===== src/rtl/serial_rx_queue.sv =====
`timescale 1ns/1ps
module serial_rx_queue #(
  parameter int HOLD = 3,
  parameter int DW   = 8
) (
  input  logic          clk,
  input  logic          rst_n,
  input  logic          tick16,
  input  logic          rxd,
  input  logic [1:0]    cfg_len,
  input  logic [1:0]    cfg_par,
  input  logic          cfg_par_force,
  input  logic          cfg_multidrop,
  input  logic          cfg_auto_rts,
  input  logic          cmd_enable,
  input  logic          cmd_disable,
  input  logic          cmd_reset_err,
  input  logic          rd_pop,
  output logic [DW-1:0] rd_data,
  output logic          rd_perr,
  output logic          rd_ferr,
  output logic          rd_brk,
  output logic          rd_addr,
  output logic          rx_ready,
  output logic          fifo_full,
  output logic          overrun,
  output logic          rts_n,
  output logic          brk_start,
  output logic          brk_end
);
  localparam int PW = (HOLD > 1) ? $clog2(HOLD) : 1;
  localparam int CW = $clog2(HOLD + 1);
  localparam int BW = $clog2(DW);

  typedef enum logic [2:0] {S_IDLE, S_START, S_DATA, S_PAR, S_STOP, S_BRK} st_t;
  typedef struct packed {
    logic          addr;
    logic          brk;
    logic          ferr;
    logic          perr;
    logic [DW-1:0] data;
  } ent_t;

  logic rx_m, rx_s;
  always_ff @(posedge clk) begin
    if (!rst_n) begin
      rx_m <= 1'b1;
      rx_s <= 1'b1;
    end else begin
      rx_m <= rxd;
      rx_s <= rx_m;
    end
  end

  st_t           st;
  logic [3:0]    tcnt;
  logic [BW-1:0] bidx;
  logic [DW-1:0] sh;
  logic          pbit, allz, rx_en;

  wire [BW-1:0] last_idx  = BW'(DW - 4) + BW'(cfg_len);
  wire          has9      = cfg_multidrop | (cfg_par != 2'd0);
  wire          mid       = tick16 && (tcnt == 4'd15);
  wire          stop_samp = (st == S_STOP) && mid;
  wire          new_brk   = allz & ~rx_s;

  always_ff @(posedge clk) begin
    if (!rst_n) begin
      st        <= S_IDLE;
      tcnt      <= '0;
      bidx      <= '0;
      sh        <= '0;
      pbit      <= 1'b0;
      allz      <= 1'b0;
      brk_start <= 1'b0;
      brk_end   <= 1'b0;
    end else begin
      brk_start <= 1'b0;
      brk_end   <= 1'b0;
      case (st)
        S_IDLE: if (tick16 && !rx_s) begin
          st   <= S_START;
          tcnt <= '0;
          sh   <= '0;
          pbit <= 1'b0;
          allz <= 1'b1;
        end
        S_START: if (tick16) begin
          tcnt <= tcnt + 4'd1;
          if (tcnt == 4'd7) begin
            tcnt <= '0;
            bidx <= '0;
            st   <= rx_s ? S_IDLE : S_DATA;
          end
        end
        S_DATA: if (tick16) begin
          tcnt <= tcnt + 4'd1;
          if (tcnt == 4'd15) begin
            sh[bidx] <= rx_s;
            allz     <= allz & ~rx_s;
            bidx     <= bidx + 1'b1;
            if (bidx == last_idx) st <= has9 ? S_PAR : S_STOP;
          end
        end
        S_PAR: if (tick16) begin
          tcnt <= tcnt + 4'd1;
          if (tcnt == 4'd15) begin
            pbit <= rx_s;
            allz <= allz & ~rx_s;
            st   <= S_STOP;
          end
        end
        S_STOP: if (tick16) begin
          tcnt <= tcnt + 4'd1;
          if (tcnt == 4'd15) begin
            if (new_brk) begin
              st        <= S_BRK;
              brk_start <= 1'b1;
            end else st <= S_IDLE;
          end
        end
        S_BRK: if (rx_s) begin
          st      <= S_IDLE;
          brk_end <= 1'b1;
        end
        default: st <= S_IDLE;
      endcase
    end
  end

  always_ff @(posedge clk) begin
    if (!rst_n) rx_en <= 1'b0;
    else if (cmd_enable) rx_en <= 1'b1;
    else if (cmd_disable) rx_en <= 1'b0;
  end

  logic perr_c;
  always_comb begin
    case (cfg_par)
      2'd1:    perr_c = ^sh ^ pbit;
      2'd2:    perr_c = ~(^sh ^ pbit);
      2'd3:    perr_c = pbit ^ cfg_par_force;
      default: perr_c = 1'b0;
    endcase
    if (cfg_multidrop || new_brk) perr_c = 1'b0;
  end

  ent_t new_ent;
  assign new_ent = '{addr: cfg_multidrop & pbit, brk: new_brk, ferr: ~rx_s,
                     perr: perr_c, data: sh};
  wire load_ok = rx_en | (cfg_multidrop & pbit);
  wire push    = stop_samp & load_ok;

  ent_t          mem [HOLD];
  logic [PW-1:0] wp, rp;
  logic [CW-1:0] cnt;
  ent_t          sr_q;
  logic          sr_v, rts_q;

  wire full = (cnt == CW'(HOLD));
  wire pop  = rd_pop && (cnt != '0);

  logic wr;
  ent_t wval;
  always_comb begin
    wr   = 1'b0;
    wval = new_ent;
    if (pop && sr_v) begin
      wr   = 1'b1;
      wval = sr_q;
    end else if (push && (!full || pop)) wr = 1'b1;
  end

  wire [CW-1:0] cnt_nxt = cnt + CW'(wr) - CW'(pop);

  always_ff @(posedge clk) begin
    if (!rst_n) begin
      for (int i = 0; i < HOLD; i++) mem[i] <= '0;
      wp      <= '0;
      rp      <= '0;
      cnt     <= '0;
      sr_q    <= '0;
      sr_v    <= 1'b0;
      overrun <= 1'b0;
      rts_q   <= 1'b0;
    end else begin
      if (wr) begin
        mem[wp] <= wval;
        wp      <= (wp == PW'(HOLD - 1)) ? '0 : wp + 1'b1;
      end
      if (pop) rp <= (rp == PW'(HOLD - 1)) ? '0 : rp + 1'b1;
      cnt   <= cnt_nxt;
      rts_q <= cfg_auto_rts && (cnt_nxt == CW'(HOLD));
      if (cmd_reset_err) overrun <= 1'b0;
      if (pop && sr_v) begin
        sr_v <= push;
        if (push) sr_q <= new_ent;
      end else if (push && full && !pop) begin
        sr_q <= new_ent;
        sr_v <= 1'b1;
        if (sr_v) overrun <= 1'b1;
      end
    end
  end

  ent_t head;
  assign head      = mem[rp];
  assign rd_data   = head.data;
  assign rd_perr   = head.perr;
  assign rd_ferr   = head.ferr;
  assign rd_brk    = head.brk;
  assign rd_addr   = head.addr;
  assign rx_ready  = (cnt != '0);
  assign fifo_full = full;
  assign rts_n     = rts_q;

  a_r6_push_ready: assert property (@(posedge clk) disable iff (!rst_n)
    push && !rd_pop |=> rx_ready);
  a_r7_overrun_sticky: assert property (@(posedge clk) disable iff (!rst_n)
    overrun && !cmd_reset_err |=> overrun);
  a_r7_overrun_when_full: assert property (@(posedge clk) disable iff (!rst_n)
    $rose(overrun) |-> $past(fifo_full));
  a_r8_rts_on_full: assert property (@(posedge clk) disable iff (!rst_n)
    fifo_full && cfg_auto_rts && $stable(cfg_auto_rts) |-> rts_n);
  a_r9_brk_one_pulse: assert property (@(posedge clk) disable iff (!rst_n)
    brk_start |=> !brk_start);
  a_r9_no_store_in_break: assert property (@(posedge clk) disable iff (!rst_n)
    brk_start |=> !push);
  a_r11_disabled_no_load: assert property (@(posedge clk) disable iff (!rst_n)
    push && !cfg_multidrop |-> rx_en);
endmodule


===== config.mk =====
export PLATFORM = sky130hd
export DESIGN_NAME = serial_rx_queue
export DESIGN_NICKNAME = d
export VERILOG_FILES = /design/src/rtl/serial_rx_queue.sv
export SDC_FILE = /design/constraint.sdc
export NUM_CORES = 1
export LEC_CHECK = 0
export ABC_CLOCK_PERIOD_IN_PS = 2670
export CORE_ASPECT_RATIO = 2
export CORE_UTILIZATION = 59
export CTS_BUF_LIST = sky130_fd_sc_hd__clkbuf_4 sky130_fd_sc_hd__clkbuf_8
export DETAILED_ROUTE_END_ITERATION = 10
export DONT_BUFFER_PORTS = 1
export PLACE_DENSITY = 0.77
export RECOVER_POWER = 100
export SETUP_SLACK_MARGIN = 0.15
export SLEW_MARGIN = 0
export SYNTH_ARGS = -nofsm -noshare
export SYNTH_HDL_FRONTEND = slang
export SYNTH_SLANG_ARGS = --single-unit

===== constraint.sdc =====
create_clock -name clk -period 2.67 [get_ports clk]
set_input_delay 0.534 -clock clk [delete_from_list [all_inputs] [get_ports clk]]
set_output_delay 0.534 -clock clk [all_outputs]
set_load 0.03 [all_outputs]

==> summary.txt <==
Clocking
  – H-tree Lvls: 3
  – Worst skew pair latency: 0.37 ns
  – Clk pin slew, worst setup/hold paths: 0.09 ns
  – Clk buf depth: 2
  – CTS tree: built
  – Post-CTS Setup Bufs: 0
  – Clk sink count: 96
  – Root buffer cell: clkbuf_8
  – Cts bufs inserted: 9

STA
  – Final min period: 2.478 ns
  – Tcrit/Tclk final: 92.81%
  – Final hold viol count: 0
  – Worst slew pin tran: 1.143 ns
  – RSZ-0062 raised after global routing: false
  – Final Hold Slack: 0.2338 ns
  – Fmax: 0.4035 GHz
  – Fin. max-slew vios: 0
  – Final setup violation count: 0
  – Fin Clk Skew: 0.01093 ns
  – Worst slew margin: 23.79%
  – Setup_tns: 0 ns

Hold path
  – Hold EP: rx_m
  – Worst hold path class: input pin to flop
  – Min-delay src: rst_n
  – Hold path depth: 1

Floorplan
  – Die area: 8102 µm²
  – Die H: 126.3 µm
  – Placeable Area: 7545 µm²
  – Starting Density: 60.41%
  – Row count: 45
  – Ports: 33
  – Die X: 64.15 µm

Yosys
  – Top post-synthesis cells by count: 75 x nor2_1, 48 x dfxtp_1, 48 x edfxtp_1, 31 x a21oi_1, 24 x nand2_1
  – Cell Area, Synth: 4558 µm²
  – Yosys top cell area share: 31.62%
  – Post-synth top area cell: edfxtp_1
  – Number of synthesized register bits: 96
  – Most frequent cell after synthesis: nor2_1
  – Syn_area_per_cell: 10.55 µm²
  – FFs w/ async S/R, synth: 0%
  – Synthesis Warnings: 0
  – Synth unique cells: 62
  – Top cells by area, synth: edfxtp_1 32%, dfxtp_1 21%, nor2_1 6.2%
  – Mapped Nets: 451
  – Cells after synthesis: 432
  – Most used DFF post-synth: edfxtp_1
  – Post-synth EDFFs: 48
  – Register area share after synthesis: 52.70%

Setup path
  – R2r setup slk: 0.19 ns
  – Buf/Inv on CP: 1
  – Data required, critical path: 2.67 ns
  – Crit path cell chain: ha_2 > nand3_2 > nor4_4 > a21oi_4 > nor3b_2 > clkbuf_1
  – R2r endpoint: mem[3][6]
  – Crit-path slowest cell: clkbuf_1
  – Crit-path max cell delay: 0.61 ns
  – CP arrival: 2.48 ns
  – Reg2Reg Depth: 6
  – Startpoint Class: flop
  – CP delay by family, top: simple AND/OR/NAND/NOR gates
  – Worst r2r src: tcnt[0]
  – CP Max Fanout: 12
  – Setup crit end kind: flop
  – Setup Crit Path Kind: flop to flop

Cells and area
  – Number of nets in the layout: 452
  – Layout area overhead: 5.463%
  – Final Cell Area: 4807 µm²
  – Core Util, Final: 63.71%
  – # diodes: 0
  – Layout cell share with drive strength beyond 1: 12.56%

Power
  – Leak: 1.756 nW
  – PwrDens: 596.6 nW/µm²
  – Peak supply drop: 0.0005004 V
  – Total Power: 0.002868 W

Detailed routing
  – Residual DRC: 0
  – Routed vias: 3100
  – Routed Antenna Nets: 0
  – Wire length per cell: 17.41 µm
  – DRT iter0 DRCs: 135
  – Routed wire length: 9.261 mm
  – First-pass DRT Iterations: 7
  – Routed vias/inst: 5.827

Place
  – GPL Wtd Cong: 0.8946
  – Post-DP Area: 4659 µm²
  – I/O Buffers: 0
  – DP HPWL: 7.027 mm

Run
  – Maximum Capacitance Violations: 0

Run status
  – Status: finished, final reports clean

Global route
  – Pin count of the biggest net entering global routing: 26
  – First-pass GRT wire length: 15.42 mm
  – Vias in the first global route: 3194
  – Total grt overflow: 0
  – GRT Total Usage: 25.66%
  – Initial antenna violation count: 0
## cell families after synthesis
family,count (synthesis),share of synthesized area (%)
AND/OR/NAND/NOR,175,19.11
flip-flops,96,52.70
AO/OA/AOI/OAI,68,9.443
buffers and inverters,42,4.172
multiplexers,31,10.10
XOR/XNOR,16,3.376
adder cells (fa/ha/maj),4,1.098
## repair_timing
item / CTS / global route
gates resized for setup: 0 / 1
hold buffers: 0 / 0
setup endpoints to repair: 0 / 3
## report_power, final
group          switching, W  internal (W)  total (W)
logic              0.000193      0.000114   0.000307
registers         0.0000259       0.00159    0.00161
clock network      0.000494      0.000456   0.000950
total              0.000713       0.00215    0.00287
## sequential cells by signal, summed over array words and instances, names as in the netlist, 2 cells and up, named ones only
register / flops
wp: 2
cnt: 2
st: 3
rp: 2
mem: 48
bidx: 3
tcnt: 4
sr_q: 12
sh: 8
## worst max-delay path by stage
stage	depth (start not counted)	start	slack, ns	to
5_1_grt	6	tcnt[0]	0.09	mem[3][6]
3_3_place_gp	10	tcnt[0]	0.38	rts_n
2_1_floorplan	7	tcnt[0]	0.17	mem[2][0]
6_report	6	tcnt[0]	0.19	mem[3][6]
3_5_place_dp	10	tcnt[0]	0.30	rts_n
4_1_cts	10	tcnt[0]	0.27	rts_n
## per-stage QoR
step	cells	worst slack, ns
after floorplan	432	0.1716
after global placement	516	0.3794
after detailed placement	516	0.3032
after CTS	532	0.2709
after global routing	532	0.09488
final	532	0.1920
## placed cells by master (no fill, tap or decap), types with 3 or more instances in the layout
| cell type | instances |
|---|---|
| or3_1 | 3 |
| clkbuf_2 | 5 |
| nand2_1 | 25 |
| nand3_1 | 11 |
| nor2b_1 | 6 |
| ha_1 | 3 |
| xnor2_1 | 9 |
| nor2_1 | 80 |
| a21oi_1 | 31 |
| inv_1 | 18 |
| or2_2 | 5 |
| nor3_1 | 8 |
| dfxtp_1 | 48 |
| o21ai_0 | 15 |
| and2_0 | 5 |
| mux4_2 | 12 |
| edfxtp_1 | 48 |
| clkbuf_1 | 4 |
| nand2b_1 | 13 |
| xor2_1 | 6 |
| buf_4 | 4 |
| nor2_2 | 4 |
| mux2i_1 | 19 |
| clkbuf_8 | 9 |
## routing by layer
layer	vias up	GRT usage [%]	part of all wire (%)
met4	0	14.25	4.2
met2	84	49.19	59
met3	29	4.856	3.2
met5	-	0	0
met1	1474	24.55	34
li1	1513	-	-
## layout make-up
type	instances	area, µm²
fill	625	2738
sequential	96	2402
multi-input combinational	294	1948
clock buffer	11	138.9
tap	94	117.6
inverter	19	71.32
timing repair buffer	13	70.07
clock inverter	5	58.81
Power figures use the tool's default switching activity.
